===== config.mk =====
export PLATFORM = sky130hd
export DESIGN_NAME = gpio_port
export DESIGN_NICKNAME = d
export VERILOG_FILES = /design/src/rtl/gpio_pkg.sv /design/src/rtl/gpio_addr_decode.sv /design/src/rtl/gpio_pin_slice.sv /design/src/rtl/gpio_read_mux.sv /design/src/rtl/gpio_port.sv
export SDC_FILE = /design/constraint.sdc
export NUM_CORES = 1
export LEC_CHECK = 0
export BUFFER_PORTS_ARGS = -buffer_cell sky130_fd_sc_hd__buf_4
export CAP_MARGIN = 10
export CORE_ASPECT_RATIO = 1.75
export CORE_MARGIN = 10
export CORE_UTILIZATION = 38
export CTS_CLUSTER_SIZE = 24
export DETAILED_ROUTE_END_ITERATION = 8
export PLACE_DENSITY = 0.67
export SYNTH_ARGS = -nofsm -noshare
export SYNTH_HDL_FRONTEND = slang
export SYNTH_SLANG_ARGS = --single-unit

===== constraint.sdc =====
create_clock -name clk -period 5.9 [get_ports clk]
set_clock_uncertainty 0.2 [all_clocks]
set_input_delay 0.59 -clock clk [delete_from_list [all_inputs] [get_ports clk]]
set_output_delay 0.59 -clock clk [all_outputs]
set_load 0.1 [all_outputs]

===== src/rtl/gpio_pkg.sv =====
`timescale 1ns/1ps
// Shared definitions for the GPIO port: the register field codes.
// Field order matters: the address decoder maps offset/NB onto it.
package gpio_pkg;
    localparam int NFIELDS = 5;

    typedef enum logic [2:0] {
        FLD_DATA = 3'd0,
        FLD_DIR  = 3'd1,
        FLD_DRV  = 3'd2,
        FLD_PU   = 3'd3,
        FLD_LOCK = 3'd4
    } gpio_field_e;
endpackage


===== src/rtl/gpio_addr_decode.sv =====
`timescale 1ns/1ps
// Holds the relocatable base register and decodes a host address into
// a field and a byte lane. Assumes NB bytes per field. A hit is reported
// when addr - base falls inside the NFIELDS*NB register window. Decoding
// uses the registered base, so a same-cycle base load does not affect it.
module gpio_addr_decode #(
    parameter int                ADDR_W     = 16,
    parameter int                NB         = 2,
    parameter logic [ADDR_W-1:0] BASE_RESET = '0,
    localparam int               BS_W       = (NB > 1) ? $clog2(NB) : 1
) (
    input  logic                  clk,
    input  logic                  rst_n,
    input  logic                  base_wr,
    input  logic [ADDR_W-1:0]     base_wdata,
    input  logic [ADDR_W-1:0]     addr,
    output logic [ADDR_W-1:0]     base_q,
    output logic                  hit,
    output gpio_pkg::gpio_field_e field,
    output logic [BS_W-1:0]       byte_sel
);
    logic [ADDR_W-1:0] offset;

    // Base register: loaded by the strobe, reset to the default window.
    always_ff @(posedge clk) begin
        if (!rst_n)       base_q <= BASE_RESET;
        else if (base_wr) base_q <= base_wdata;
    end

    assign offset = addr - base_q;

    // Window compare: each legal offset names one field and lane.
    always_comb begin
        hit      = 1'b0;
        field    = gpio_pkg::FLD_DATA;
        byte_sel = '0;
        for (int f = 0; f < gpio_pkg::NFIELDS; f++) begin
            for (int b = 0; b < NB; b++) begin
                if (offset == ADDR_W'(f * NB + b)) begin
                    hit      = 1'b1;
                    field    = gpio_pkg::gpio_field_e'(3'(f));
                    byte_sel = BS_W'(b);
                end
            end
        end
    end
endmodule


===== src/rtl/gpio_pin_slice.sv =====
`timescale 1ns/1ps
// State and pad controls for one pin. Holds the latch, direction,
// drive type, pull-up and lock. The lock is sticky until reset and
// blocks configuration writes but not latch writes. Assumes pin_in
// is already synchronous.
module gpio_pin_slice (
    input  logic clk,
    input  logic rst_n,
    input  logic wbit,
    input  logic data_we,
    input  logic dir_we,
    input  logic drv_we,
    input  logic pu_we,
    input  logic lock_we,
    input  logic pin_in,
    output logic dir_q,
    output logic drv_q,
    output logic pu_q,
    output logic lock_q,
    output logic rd_level,
    output logic pin_out,
    output logic pin_oe,
    output logic pin_pu
);
    logic lat_q;

    // Pin registers: latch always writable, configuration gated by lock.
    always_ff @(posedge clk) begin
        if (!rst_n) begin
            lat_q  <= 1'b0;
            dir_q  <= 1'b0;
            drv_q  <= 1'b0;
            pu_q   <= 1'b0;
            lock_q <= 1'b0;
        end else begin
            if (data_we)            lat_q  <= wbit;
            if (dir_we && !lock_q)  dir_q  <= wbit;
            if (drv_we && !lock_q)  drv_q  <= wbit;
            if (pu_we  && !lock_q)  pu_q   <= wbit;
            if (lock_we && wbit)    lock_q <= 1'b1;
        end
    end

    // Pad controls: open-drain only ever pulls low.
    always_comb begin
        pin_out  = lat_q & ~drv_q;
        pin_oe   = dir_q & (drv_q ? ~lat_q : 1'b1);
        pin_pu   = pu_q & ~dir_q;
        rd_level = dir_q ? lat_q : pin_in;
    end
endmodule


===== src/rtl/gpio_read_mux.sv =====
`timescale 1ns/1ps
// Registered read path. Selects a field vector and a byte lane and
// presents it on rdata one cycle after rd. Returns 0 otherwise.
module gpio_read_mux #(
    parameter int  NPINS  = 16,
    parameter int  DATA_W = 8,
    parameter int  BS_W   = 1
) (
    input  logic                  clk,
    input  logic                  rst_n,
    input  logic                  rd,
    input  logic                  hit,
    input  gpio_pkg::gpio_field_e field,
    input  logic [BS_W-1:0]       byte_sel,
    input  logic [NPINS-1:0]      lvl_v,
    input  logic [NPINS-1:0]      dir_v,
    input  logic [NPINS-1:0]      drv_v,
    input  logic [NPINS-1:0]      pu_v,
    input  logic [NPINS-1:0]      lock_v,
    output logic [DATA_W-1:0]     rdata
);
    logic [NPINS-1:0]  vec;
    logic [DATA_W-1:0] lane;

    // Field select followed by lane select.
    always_comb begin
        unique case (field)
            gpio_pkg::FLD_DIR:  vec = dir_v;
            gpio_pkg::FLD_DRV:  vec = drv_v;
            gpio_pkg::FLD_PU:   vec = pu_v;
            gpio_pkg::FLD_LOCK: vec = lock_v;
            default:            vec = lvl_v;
        endcase
        lane = vec[int'(byte_sel) * DATA_W +: DATA_W];
    end

    // Output register: zero unless a hitting read was presented.
    always_ff @(posedge clk) begin
        if (!rst_n)          rdata <= '0;
        else if (rd && hit)  rdata <= lane;
        else                 rdata <= '0;
    end
endmodule


===== src/rtl/gpio_port.sv =====
`timescale 1ns/1ps
// Lockable GPIO port top. Connects the decoder, one slice per pin and
// the read path. Assumes NPINS is a multiple of 8 and pin_in is
// synchronous to clk. A write and a read in one cycle are both honoured.
module gpio_port #(
    parameter int                NPINS      = 16,
    parameter int                ADDR_W     = 16,
    parameter logic [ADDR_W-1:0] BASE_RESET = 16'h0480
) (
    input  logic              clk,
    input  logic              rst_n,
    input  logic              base_wr,
    input  logic [ADDR_W-1:0] base_wdata,
    input  logic [ADDR_W-1:0] addr,
    input  logic [7:0]        wdata,
    input  logic              wr,
    input  logic              rd,
    output logic [7:0]        rdata,
    input  logic [NPINS-1:0]  pin_in,
    output logic [NPINS-1:0]  pin_out,
    output logic [NPINS-1:0]  pin_oe,
    output logic [NPINS-1:0]  pin_pu
);
    localparam int DATA_W = 8;
    localparam int NB     = NPINS / DATA_W;
    localparam int BS_W   = (NB > 1) ? $clog2(NB) : 1;

    logic [ADDR_W-1:0]     base_q;
    logic                  hit;
    gpio_pkg::gpio_field_e field;
    logic [BS_W-1:0]       byte_sel;
    logic [NB-1:0]         lane_we;
    logic [NPINS-1:0]      lvl_v, dir_q, drv_q, pu_q, lock_q;

    gpio_addr_decode #(
        .ADDR_W(ADDR_W), .NB(NB), .BASE_RESET(BASE_RESET)
    ) u_dec (
        .clk(clk), .rst_n(rst_n), .base_wr(base_wr), .base_wdata(base_wdata),
        .addr(addr), .base_q(base_q), .hit(hit), .field(field),
        .byte_sel(byte_sel)
    );

    // Per-lane write enables, then one slice per pin.
    for (genvar l = 0; l < NB; l++) begin : g_lane
        assign lane_we[l] = wr && hit && (byte_sel == BS_W'(l));
    end

    for (genvar p = 0; p < NPINS; p++) begin : g_pin
        localparam int LANE = p / DATA_W;
        localparam int BIT  = p % DATA_W;
        gpio_pin_slice u_pin (
            .clk(clk), .rst_n(rst_n),
            .wbit(wdata[BIT]),
            .data_we(lane_we[LANE] && field == gpio_pkg::FLD_DATA),
            .dir_we (lane_we[LANE] && field == gpio_pkg::FLD_DIR),
            .drv_we (lane_we[LANE] && field == gpio_pkg::FLD_DRV),
            .pu_we  (lane_we[LANE] && field == gpio_pkg::FLD_PU),
            .lock_we(lane_we[LANE] && field == gpio_pkg::FLD_LOCK),
            .pin_in(pin_in[p]),
            .dir_q(dir_q[p]), .drv_q(drv_q[p]), .pu_q(pu_q[p]),
            .lock_q(lock_q[p]), .rd_level(lvl_v[p]),
            .pin_out(pin_out[p]), .pin_oe(pin_oe[p]), .pin_pu(pin_pu[p])
        );
    end

    gpio_read_mux #(
        .NPINS(NPINS), .DATA_W(DATA_W), .BS_W(BS_W)
    ) u_rd (
        .clk(clk), .rst_n(rst_n), .rd(rd), .hit(hit), .field(field),
        .byte_sel(byte_sel), .lvl_v(lvl_v), .dir_v(dir_q), .drv_v(drv_q),
        .pu_v(pu_q), .lock_v(lock_q), .rdata(rdata)
    );
endmodule


==> results.txt, run 1 <==
After synthesis, the cell types taking the most area are dfxtp_1 (31%), nor2b_1 (7.7%), mux2i_1 (7.4%). The post-synthesis cell type with the largest combined area is dfxtp_1. The post-placement cell count came out at around 1,100. The cell that appears most often on the critical path is o21a_1.

The global placer's final weighted congestion is about 0.87. The worst setup margin came out at 1.31 ns. CTS saw 104 sinks. The maximum vdd ir drop came out at about 160 uV. The largest fanout on the critical path is 18. The total setup violations reported at the end of the flow is 0.

The Yosys step of the flow raised 0 warnings. The first-pass GRT wire length is approximately 33,000 um. The register area share after synthesis is roughly 31%. The total track usage came out at between 10% and 20%. The required time at the worst-slack endpoint came out at approximately 5.9 ns. The die area came out at ~0.024 mm^2. The largest family of logic cells by synthesized area is simple AND/OR/NAND/NOR gates. The transition time at the pin with the least slew margin came out at 1.09 ns. The total negative setup slack is 0 ns. The synthesized netlist devotes between 20% and 30% of its cell area to compound gates. The largest incremental delay on the critical path came out at about 0.94 ns. The worst hold path belongs to the class in -> reg. The total congestion overflow after global routing came out at 0. Dividing the final minimum period by the clock period gives approximately 78%.

In this run the standard cell core region covers 0.0175 mm^2. Buffers inserted to repair hold after CTS numbered 0. The number of unique standard cell types used by synthesis is 70.

The cell at the root of the clock tree is clkbuf_16. The number of buffers created by CTS is 9. The quantity of gates resized following cts came out at 0. The number of antenna violations at the first check in global routing is 0. The number of placement rows came out at 64. The fraction of synthesis flops using an asynchronous set or reset pin came out at 0%. Summed over all cells, the static leakage comes to 3.13 nW.

TritonCTS built the clock tree. The clock latency on the worst-skew pair is between 0.3 and 0.4 ns. The data arrival time of the critical path is approximately 4.6 ns.

In this run the tool buffered the top-level ports with 116 buffer cells. The power per unit of standard cell area came out at 218 mW/mm^2. The minimum clock period came out at 4.59 ns. The kind of launch point of the worst setup path is an input port. The count of buffers added by post-CTS timing repair for setup came out at 0. The adder and majority cell fraction of the synthesized area came out at about 3.3%. The run finished with clean final reports. In this run the vertical extent of the chip is 196 um. The post-synthesis net count came out at 892. The synthesized flop and latch total came out at 104.

The width of the die came out at 121 um. Summing over every cut layer, the via total after detailed routing is 6,007. Max-cap violations in this run came to 0.

From synthesis to final layout, the design area changed by 14.7%. The diode insertion count for antenna repair came out at 0. STA classifies the critical path endpoint as a flip-flop. The iteration-0 DRC count of the detailed router came out at 464. The xor/xnor share of the synthesized area came out at 0.911%. In the final routed layout, each cell accounts on average for 19.3 um. In the synthesized netlist the dominant register cell turns out to be dfxtp_1.

Dividing the detail-routed via count by the number of cells gives about 5.5. The area of the mapped netlist is slightly below 0.007 mm^2. The synthesized area per cell came out at approximately 8.3 um^2. The post-detailed-placement half-perimeter wirelength came out at 15,900 um. After detailed routing, the number of remaining DRC violations is 0. For this configuration, the core starts out at a cell density of between 30% and 40%. The final hold violation count was 0. The largest net degree at the start of global routing is between 90 and 100. Multiplexer cells account for under 10% of the synthesized area.

The cell count after synthesis came out at 814. Setup repair after global routing left no endpoint under its margin. The relative slew slack is between 20% and 30%.

The number of iterations in the first detailed-routing pass came out at 4. The layout filler cell count is 1,809. The number of non-filler instances in the completed layout is around 1,100. The maximum clock frequency came out at ~0.22 GHz. Walking the worst path, the cells encountered are buf_4, inv_1, ha_1, fa_1, nor2b_4, o21a_1, o21a_1, o211ai_1, a211oi_2, nand2_1, or4_1, mux2i_1, nor2b_1. For this design, the slowest cell found on the critical path is a211oi_2. The total wirelength of the detailed-routed design came out at ~21,000 um.

The post-route netlist has 20.3% of its cells at a drive strength greater than 1. After clock tree synthesis, the clock-pin slew on the worst setup and hold paths is approximately 0.070 ns. The share of the synthesized area in the top cell type is about 31%. The H-tree depth came out at 3.

Of the total synthesized cell area, the portion taken by AND, OR, NAND and NOR gates is about a quarter. By startpoint and endpoint, the worst setup path is classified as in -> reg. In this run, synthesis inferred 0 flip-flops with an integrated enable.

The number of pins exceeding their max-slew limit in the final report is 0. The pre-CTS setup slack is 1.05 ns. After the last flow step, the layout net total stands at 935. The I/O pin total is approximately 120. The number of global-route vias before repair came out at between 6,000 and 7,000. The detail route stage leaves a number of antenna-violating nets equal to 0. Counting along the longest clock path gives a buffer depth of 2.
critical path, delay by kind of cell:
kind                       cells  cell delay (ns)
and+or+nand+nor                4             1.59
AOI/OAI and AO/OA              4             1.39
adders and majority gates      2             0.66
muxes                          1             0.25
buffers and inverters          2             0.12
placed cells by master (no fill, tap or decap), types with 17 or more instances in the layout:
| cell type | n |
|---|---|
| or2_2 | 17 |
| dfxtp_1 | 104 |
| o21ai_0 | 49 |
| buf_4 | 125 |
| nand2_1 | 36 |
| inv_1 | 20 |
| a21oi_1 | 30 |
| nor2b_1 | 83 |
| nor2_1 | 39 |
| a21boi_1 | 37 |
| nand3_1 | 56 |
| a21boi_0 | 28 |
| mux2i_1 | 50 |
logic make-up after synthesis:
family	Yosys count
DFF	104
muxes	53
and+or+nand+nor	288
adders and majority gates	17
AOI/OAI and AO/OA	231
xor gates and xnor gates	7
buffers and inverters	114
registers in the layout, indices dropped and copies added, names as in the netlist:
name / count
g_pin.u_pin.dir_q: 16
g_pin.u_pin.drv_q: 16
g_pin.u_pin.lat_q: 16
g_pin.u_pin.lock_q: 16
g_pin.u_pin.pu_q: 16
u_dec.base_q: 16
u_rd.rdata: 8
final timing paths:
check	from	to	slack, ns	cells after the start
max	addr[0]	g_pin[4].u_pin.lat_q$_SDFFE_PN0P_	1.31	13
min reg2reg	u_dec.base_q[10]$_SDFFE_PN1P_	u_dec.base_q[10]$_SDFFE_PN1P_	0.28	2
min	base_wdata[7]	u_dec.base_q[7]$_SDFFE_PN1P_	0.26	3
max reg2reg	u_dec.base_q[0]$_SDFFE_PN0P_	g_pin[4].u_pin.lat_q$_SDFFE_PN0P_	1.36	11
stage by stage:
stage	hold slack [ns]	instance area, um^2	util (%)	power (mW)
finish	0.258	7720	44.2	1.68
global route	0.294	7720	44.2	1.74
CTS	0.256	7720	44.2	1.69
detailed placement	0.277	7400	42.4	1.03
global placement	0.264	7400	42.4	1.03
floorplan	0.256	6730	-	0.938
power by group:
part           total (mW)  switching (mW)  internal, mW  leakage [nW]
clock network       0.660           0.287         0.373         0.160
registers           0.711         0.00343         0.708         0.841
logic               0.311           0.188         0.123          2.13
final cells by class:
| cell class | instances | area (um^2) | share of cell area, % |
|---|---|---|---|
| multi-input combinational | 596 | 4010 | 52.0 |
| sequential | 104 | 2080 | 27.0 |
| timing repair buffer | 125 | 938 | 12.2 |
| tap | 231 | 289 | 3.74 |
| clock buffer | 9 | 225 | 2.92 |
| clock inverter | 7 | 92.6 | 1.20 |
| inverter | 21 | 78.8 | 1.02 |
metal layers:
metal | share of wire [%] | wire length (um) | track usage (%) | up-vias
li1 | - | - | - | 2949
met5 | 0 | 0 | 0 | -
met3 | 5.8 | 1210 | 2.79 | 45
met4 | 3.6 | 754 | 8.48 | 0
met2 | 55 | 11500 | 32.2 | 214
met1 | 36 | 7580 | 18.6 | 2799
cell usage after synthesis, drive strengths merged (6+ instances only):
master,instances
clkbuf,33
buf,60
nand2,36
and3,11
a21oi,30
o211ai,9
o31ai,9
ha,16
o21ai,51
and2,6
nand3,56
dfxtp,104
nor2,40
nor2b,84
a31oi,6
nor3,13
nand2b,6
a211oi,12
mux2i,50
or2,19
a21boi,65
inv,21
a22oi,7
Note: power is estimated with default switching activity, not from simulation.
==> run 2, diff against run 1 <==
--- a/config.mk
+++ b/config.mk
@@ -5,6 +5,7 @@
 export SDC_FILE = /design/constraint.sdc
 export NUM_CORES = 1
 export LEC_CHECK = 0
+export ABC_AREA = 1
 export BUFFER_PORTS_ARGS = -buffer_cell sky130_fd_sc_hd__buf_4
 export CAP_MARGIN = 10
 export CORE_ASPECT_RATIO = 1.75
@@ -12,7 +13,7 @@
 export CORE_UTILIZATION = 38
 export CTS_CLUSTER_SIZE = 24
 export DETAILED_ROUTE_END_ITERATION = 8
-export PLACE_DENSITY = 0.67
+export PLACE_DENSITY = 0.69
 export SYNTH_ARGS = -nofsm -noshare
 export SYNTH_HDL_FRONTEND = slang
 export SYNTH_SLANG_ARGS = --single-unit
==> constraint.sdc (replaced) <==
create_clock -name clk -period 3.9 [get_ports clk]
set_clock_uncertainty 0.2 [all_clocks]
set_input_delay 0.39 -clock clk [delete_from_list [all_inputs] [get_ports clk]]
set_output_delay 0.39 -clock clk [all_outputs]
set_load 0.1 [all_outputs]
==> results.txt, run 2 <==
The final antenna-violating net count is 0. The CTS tree is yes. The iteration-0 DRC count of the detailed router is around 320. Counting flops and latches in the post-synthesis netlist gives about 100. The first-pass GRT wire length is 34,800 um.

Among all flip-flop cells after synthesis, the most frequent one is dfxtp_1. The flop-to-flop setup slack came out at ~0.5 ns. The minimum clock period is roughly 3.4 ns.

The number of pins exceeding their max-slew limit in the final report came out at 0. The area of the mapped netlist is 0.00698 mm^2. The number of antenna violations at the first check in global routing is 0. The cell at the root of the clock tree is clkbuf_16. The number of placement rows came out at 65.

For this design the ratio of total power to cell area is 295 mW/mm^2. The share of the synthesized area in the top cell type is between 20% and 30%. In this run, synthesis inferred 0 flip-flops with an integrated enable. The number of nets in the finished design is 1,249. Among cell families on the critical path, the largest total delay comes from simple AND/OR/NAND/NOR gates. Compared with the post-synthesis result, the final layout area differs by 13.4%. The I/O pin total came out at 117. The vias after detailed routing is a little over 7,000. The floorplan core area came out at between 0.015 and 0.02 mm^2. The total DRC errors in the routed layout came out at 0. The placed standard-cell area came out at ~0.0077 mm^2. The post-synthesis cell type with the largest combined area is dfxtp_1. The leakage power summed over all cells is between 3 and 4 nW. From left edge to right edge, the die measures roughly 120 um. The number of cells on the worst reg-to-reg path is 16. The clock latency on the worst-skew pair is about 0.34 ns. The post-detailed-placement half-perimeter wirelength came out at about 17,000 um. The post-detailed-route wirelength per cell is 15.5 um. The most common cell after layout, fill and taps aside is nand2_1. The fraction of the cycle the final worst path needs came out at between 80% and 90%.

The multiplexer share of the synthesized area came out at 0%. The detail-routed via count per cell came out at between 5 and 6. The critical path goes through inv_1, ha_1, nand2_1, nor2_1, nand2_1, nand2_1, nand2_2, a21oi_4, nand2_4, nor2_8, nand3_1, nor2_1, nand4_2, o21ai_0, nand2_1, nor2_1. STA classifies the critical path startpoint as a flip-flop. From bottom edge to top edge, the die measures 199 um. The global placer's final weighted congestion is between 0.9 and 1. The largest net degree at the start of global routing came out at 44.

The total track usage came out at around 18%. The clock transition at the registers of the reported paths is 0.07 ns. Summing the areas of all xor and xnor instances in the mapped netlist gives 0.502% of the synthesized area.

The buffering stage count on the worst path with inverters included came out at 1. The startpoint of the worst hold path is base_wdata[7]. After clock tree synthesis, the setup repair step added 0 buffers. With fillers left out, the area of the finished cells amounts to between 0.007 and 0.008 mm^2.

The maximum vdd ir drop is about 240 uV. The worst hold path terminates at u_dec.base_q[7]$_SDFFE_PN1P_. The H-tree depth is 3. The die area is about 0.024 mm^2.

The cell count of the worst hold path is 3. The post-synthesis net count is approximately 1,200. By area, the combinational part of the netlist is dominated by simple AND/OR/NAND/NOR gates.

The fraction of synthesis flops using an asynchronous set or reset pin is 0%. The count of mapped cells out of synthesis came out at about 1,100. The clock drives approximately 100 sinks.

Yosys attributes the largest share of cell area to dfxtp_1 (30%), nand2_1 (16%), nor2_1 (9.6%). The yosys synthesis warning count is 0. The total congestion overflow after global routing came out at 0. The share of cells above drive strength 1 is roughly 15%.

The sequential cell area is around 0.0021 mm^2. Summed over all layers, the routed wires come to ~22,000 um. In the synthesized netlist, the cells that appear most often are nand2_1 (293), nor2_1 (179), inv_1 (132).

The starting utilization of the core area came out at roughly two fifths. Measured against its own limit, the worst slew margin works out to a little over half. For the pin with the worst max-slew slack, the measured transition is between 0.6 and 0.7 ns. The most common cell in the synthesized netlist is nand2_1. By instance count, the cell type seen most on the critical path is nand2_1.

The number of global-route vias before repair came out at 6,987. The largest fanout on the critical path came out at 16. In this run the critical register-to-register path is launched from u_dec.base_q[3]$_SDFFE_PN0P_. Setup repair after global routing left no endpoint under its margin.

Summed over all failing endpoints, the final setup total negative slack is 0 ns. The synthesized area per cell is between 6 and 7 um^2. STA classifies the critical path endpoint as a flip-flop. The worst setup path is of the reg -> reg kind. The basic-gate share of the synthesized area counting and, or, nand and nor cells came out at slightly below 40%. The register area share after synthesis is 29.8%. The worst hold path belongs to the class in -> reg. The area of combinational cells with multiple inputs is around 0.0038 mm^2. The number of buffers inserted by hold repair at cts is 0. The largest incremental delay on the critical path is roughly 0.43 ns. After clock tree synthesis, the repair step resized 0 gates. The flow ran to the end, and the final reports show no timing, DRC or antenna violations. The destination of the worst register-to-register timing path is g_pin[8].u_pin.pu_q$_SDFFE_PN0P_. For this run, the top clock speed supported by timing is 0.294 GHz.

The port buffer count is around 120. The fraction of the mapped netlist area in compound gates came out at 11.0%. After filler insertion, the fill cell instance count of the layout stands at 1,988. The data arrival time of the critical path came out at approximately 3.5 ns. Overall power consumption after layout is estimated at between 2 and 2.5 mW. The number of iterations in the first detailed-routing pass is 5. The maximum number of buffers from clock root to sink is 2. The adder and majority cell fraction of the synthesized area is about 3.2%.

The library cells used most frequently in the layout, excluding fill and tap cells, are nand2_1 (293), nor2_1 (179), inv_1 (132). The slowest stage of the critical path is the nand4_2 cell. Setup violations remaining at the end of the flow were counted as 0. The required time at the worst-slack endpoint came out at approximately 4.0 ns. The total of max-cap violations came out at 0. The diode insertion count for antenna repair came out at 0. The final hold violation count came to 0. Buffers inserted during clock tree synthesis total 9. The number of unique standard cell types used by synthesis is 37.
[run 2: cell types whose count changed after synthesis, sizes merged, moves of 26 or more]
cell,change
a21boi,-65
a21oi,+32
inv,+120
mux2i,-50
nand2,+265
nand3,-26
nand4,+38
nor2,+153
nor2b,-84
nor3,+28
[run 2: kinds of logic after synthesis]
group                    count (synthesis)
AND/OR/NAND/NOR                        618
buffers and inverters                  240
AO/OA/AOI/OAI                          145
flip-flops                             104
adder cells (fa/ha/maj)                 17
XOR/XNOR                                 4
[run 2: worst max-delay path by stage]
stage,slack [ns],cells after the start,end,from
floorplan,0.97,22,u_rd.rdata[2]$_SDFF_PN0_,addr[0]
global placement,0.41,16,g_pin[8].u_pin.pu_q$_SDFFE_PN0P_,addr[3]
detailed placement,0.36,17,g_pin[10].u_pin.pu_q$_SDFFE_PN0P_,addr[0]
CTS,0.51,16,g_pin[10].u_pin.pu_q$_SDFFE_PN0P_,u_dec.base_q[3]$_SDFFE_PN0P_
global route,0.04,16,g_pin[14].u_pin.pu_q$_SDFFE_PN0P_,u_dec.base_q[3]$_SDFFE_PN0P_
finish,0.49,16,g_pin[8].u_pin.pu_q$_SDFFE_PN0P_,u_dec.base_q[3]$_SDFFE_PN0P_
[run 2: through the flow]
step | util (%) | instances | hold slack, ns | setup WS [ns]
floorplan | - | 1128 | 0.237 | 0.974
global placement | 42.4 | 1394 | 0.245 | 0.409
detailed placement | 42.4 | 1394 | 0.253 | 0.356
CTS | 43.8 | 1409 | 0.0579 | 0.507
global route | 43.8 | 1409 | 0.0754 | 0.0432
finish | 43.8 | 1409 | 0.0654 | 0.494
[run 2: per-layer routing]
| metal | track usage, % | up-vias | wire length [um] |
|---|---|---|---|
| li1 | - | 3592 | - |
| met1 | 17.7 | 3232 | 7870 |
| met2 | 33.8 | 241 | 11600 |
| met3 | 2.77 | 67 | 1220 |
| met4 | 10.8 | 0 | 1210 |
| met5 | 0 | - | 0 |
[run 2: power by group]
part / internal (mW) / switching (mW)
clock network: 0.432 / 0.409
registers: 1.07 / 0.00413
logic: 0.143 / 0.277
total: 1.65 / 0.691
[run 2: tightest hold or removal path, stage by stage]
cell and delay [ns]:
buf_4 0.08, a21oi_1 0.05, o21ai_0 0.06
[run 2: final cells by class]
class                   count  area share [%]
well taps                 234            3.70
multi-input cells         784            47.8
flip-flops and latches    104            26.3
clock buffers              12            2.99
inverters                 143            6.78
clock inverters             3           0.237
repair buffers            129            12.2
==> run 3, diff against run 2 <==
--- a/config.mk
+++ b/config.mk
@@ -5,15 +5,15 @@
 export SDC_FILE = /design/constraint.sdc
 export NUM_CORES = 1
 export LEC_CHECK = 0
-export ABC_AREA = 1
-export BUFFER_PORTS_ARGS = -buffer_cell sky130_fd_sc_hd__buf_4
 export CAP_MARGIN = 10
 export CORE_ASPECT_RATIO = 1.75
 export CORE_MARGIN = 10
 export CORE_UTILIZATION = 38
 export CTS_CLUSTER_SIZE = 24
 export DETAILED_ROUTE_END_ITERATION = 8
-export PLACE_DENSITY = 0.69
+export DONT_BUFFER_PORTS = 1
+export GPL_TIMING_DRIVEN = 0
+export PLACE_DENSITY = 0.63
 export SYNTH_ARGS = -nofsm -noshare
 export SYNTH_HDL_FRONTEND = slang
 export SYNTH_SLANG_ARGS = --single-unit
==> results.txt, run 3 (synthesis gave the netlist of run 1 again) <==
The number of pins exceeding their max-slew limit in the final report was 0. For the pin with the worst max-slew slack, the measured transition is between 0.9 and 1 ns. The kind of end point of the critical path is a flip-flop. The post-detailed-route wirelength per cell is 21.2 um.

In this run the worst hold path is classified as in -> reg. The repair_antennas step left the layout with diodes totalling 0. The total of max-cap violations came out at 0.

The slowest stage of the critical path belongs to the cell or4_1. The later pin in the worst-skew pair is clocked with a latency of approximately 0.35 ns. The wire-length estimate of the detail-placed layout is 17,400 um. The critical path runs through a total of 12 cells. The run finished with clean final reports.

CTS saw about 100 sinks. The number of nets in the finished design is ~920. The power per unit of standard cell area came out at roughly 340 mW/mm^2. The number of buffers created by CTS is 9.

The required time at the worst-slack endpoint came out at between 3 and 4 ns. The kind of cell with the highest combined delay along the critical path is simple AND/OR/NAND/NOR gates. The startpoint of the worst hold path is base_wdata[13]. For this run, the detailed router's first-pass iteration total came to 5. For this run, design rule violations remaining after detail routing come to 0.

The total congestion overflow after global routing came out at 0. The total track usage is between 10% and 20%. The starting utilization of the core area came out at ~39%. The fraction of the cycle the final worst path needs is 97.7%. The cell at the root of the clock tree is clkbuf_16. The buffering stage count on the worst path with inverters included came out at 2.

The maximum clock frequency came out at 0.263 GHz. The largest fanout on the critical path is 6. The die is 196 um tall. The total setup violations reported at the end of the flow came out at 0. Leaving out fill and tap cells, the most frequent cell in the layout is dfxtp_1. The I/O pin total is approximately 120. The vias after detailed routing came out at roughly 6,000. The synthesis-to-layout area growth is 14.3%. The detail-routed via count per cell is around 5.7. Routability-driven placement finished with a final weighted congestion of 0.925. The H-tree depth came out at 3. Headroom to the max-slew limit came out at ~36%. The number of placement rows came out at 64. The critical path ends at u_rd.rdata[6]$_SDFF_PN0_.

The number of cells on the worst reg-to-reg path is 12. The largest net degree at the start of global routing is 18. STA classifies the critical path startpoint as a flip-flop. The flop-to-flop setup slack came out at slightly above 0.09 ns. In this run the static leakage power is 2.99 nW.

The largest incremental delay on the critical path is 0.50 ns. The maximum number of buffers from clock root to sink came out at 2. In this run the critical register-to-register path is launched from u_dec.base_q[0]$_SDFFE_PN0P_. The worst setup path is of the reg -> reg kind. The final antenna-violating net count came out at 0. The startpoint of the most critical setup path is u_dec.base_q[0]$_SDFFE_PN0P_. The maximum vdd ir drop came out at between 200 and 300 uV. After clock tree synthesis, the clock-pin slew on the worst setup and hold paths is 0.08 ns. The number of antenna violations at the first check in global routing is 0. Setup repair after global routing could not meet its margin everywhere. The port buffer count is 0. TritonCTS built the clock tree.

Measured along the x axis, the die boundary spans approximately 120 um. The destination of the worst register-to-register timing path is u_rd.rdata[6]$_SDFF_PN0_. The data arrival time of the critical path is about 3.9 ns. The number of global-route vias before repair is 6,218. After routing the design area is roughly 0.0077 mm^2. The die covers roughly 0.024 mm^2. In this run, the number of DRC markers left after iteration 0 of detailed routing was just over 500. The final core utilization is between 40% and 50%. The placed standard-cell area came out at about 0.0070 mm^2. The final hold violation count came to 0. In the layout the commonest cells are dfxtp_1 (103), nor2b_1 (83), buf_4 (65). The critical path goes through ha_2, fa_2, nor2b_4, o31a_1, o21ba_1, or3_1, a211oi_2, nand4_1, buf_4, or4_1, buf_2, o32ai_1.

The first-pass GRT wire length is ~34,000 um. The floorplan core area came out at approximately 0.017 mm^2. The minimum clock period is 3.81 ns. The share of cells above drive strength 1 came out at 18.3%. The total wirelength of the detailed-routed design came out at roughly 23,000 um.
## run 3: cell types whose count changed in the layout (fill, tap and decap cells not counted), sizes merged, moves of 38 or more
cell,before,now
nand2,301,36
nand4,41,3
mux2i,0,50
buf,129,72
nor2b,0,84
nor2,193,40
inv,142,23
a21boi,0,65
## run 3: final cells by class
class | count | area (um^2)
Buffer | 89 | 569
Clock buffer | 10 | 229
Clock inverter | 6 | 115
Fill cell | 1790 | 9760
Inverter | 21 | 78.8
Multi-Input combinational cell | 596 | 4200
Sequential cell | 104 | 2080
Tap cell | 231 | 289
Timing Repair Buffer | 17 | 135
## run 3: how the worst min path moves through the flow
| stage | endpoint | slack, ns | depth (start not counted) |
|---|---|---|---|
| after global placement | u_dec.base_q[10]$_SDFFE_PN1P_ | 0.27 | 2 |
| after CTS | u_dec.base_q[13]$_SDFFE_PN0P_ | 0.004 | 2 |
| after floorplan | g_pin[14].u_pin.pu_q$_SDFFE_PN0P_ | 0.26 | 2 |
| after detailed placement | u_dec.base_q[7]$_SDFFE_PN1P_ | 0.28 | 2 |
| after global routing | u_dec.base_q[3]$_SDFFE_PN0P_ | 0.0004 | 2 |
| final | u_dec.base_q[13]$_SDFFE_PN0P_ | 0.009 | 2 |
## run 3: power by group
part           internal [mW]  total (mW)  leakage [nW]  switching, mW
Combinational          0.182       0.495          1.98          0.313
Clock                  0.635        1.07         0.169          0.434
Sequential              1.07        1.08         0.841        0.00581
Total                   1.89        2.64          2.99          0.753
## run 3: routing by layer
metal	GRT usage, %	up-vias	wire length, um
li1	-	2917	-
met1	17.9	2840	7620
met5	0	-	0
met2	34.9	284	12200
met3	4.46	71	1690
met4	10.5	0	1220
## run 3: what timing repair did
item / 4_1_cts / 5_1_grt
gates resized for setup: 15 / 49
gates cloned: 0 / 1
pin swaps: 3 / 10
hold buffers: 2 / 1
setup buffers: 2 / 11
endpoints found under the hold margin: 2 / 1
endpoints found under the setup margin: 70 / 61
## run 3: worst reg2reg max path, cell delays in order (launching register included)
cell and delay [ns]:
dfxtp_2 0.36, ha_2 0.19, fa_2 0.27, nor2b_4 0.06, o31a_1 0.36, o21ba_1 0.23, or3_1 0.33, a211oi_2 0.20
nand4_1 0.24, buf_4 0.26, or4_1 0.50, buf_2 0.21, o32ai_1 0.31
## run 3: metrics by stage
stage	setup WS, ns	setup TNS, ns	cells	hold slack [ns]	power [mW]
after floorplan	0.292	0	814	0.256	1.42
after global placement	-0.564	-24.20	1045	0.272	1.53
after detailed placement	-0.590	-24.67	1045	0.278	1.53
after CTS	-0.0268	-0.0518	1064	0.00353	2.61
after global routing	-0.0533	-0.483	1074	0.000381	2.74
final	0.0912	0	1074	0.00875	2.64
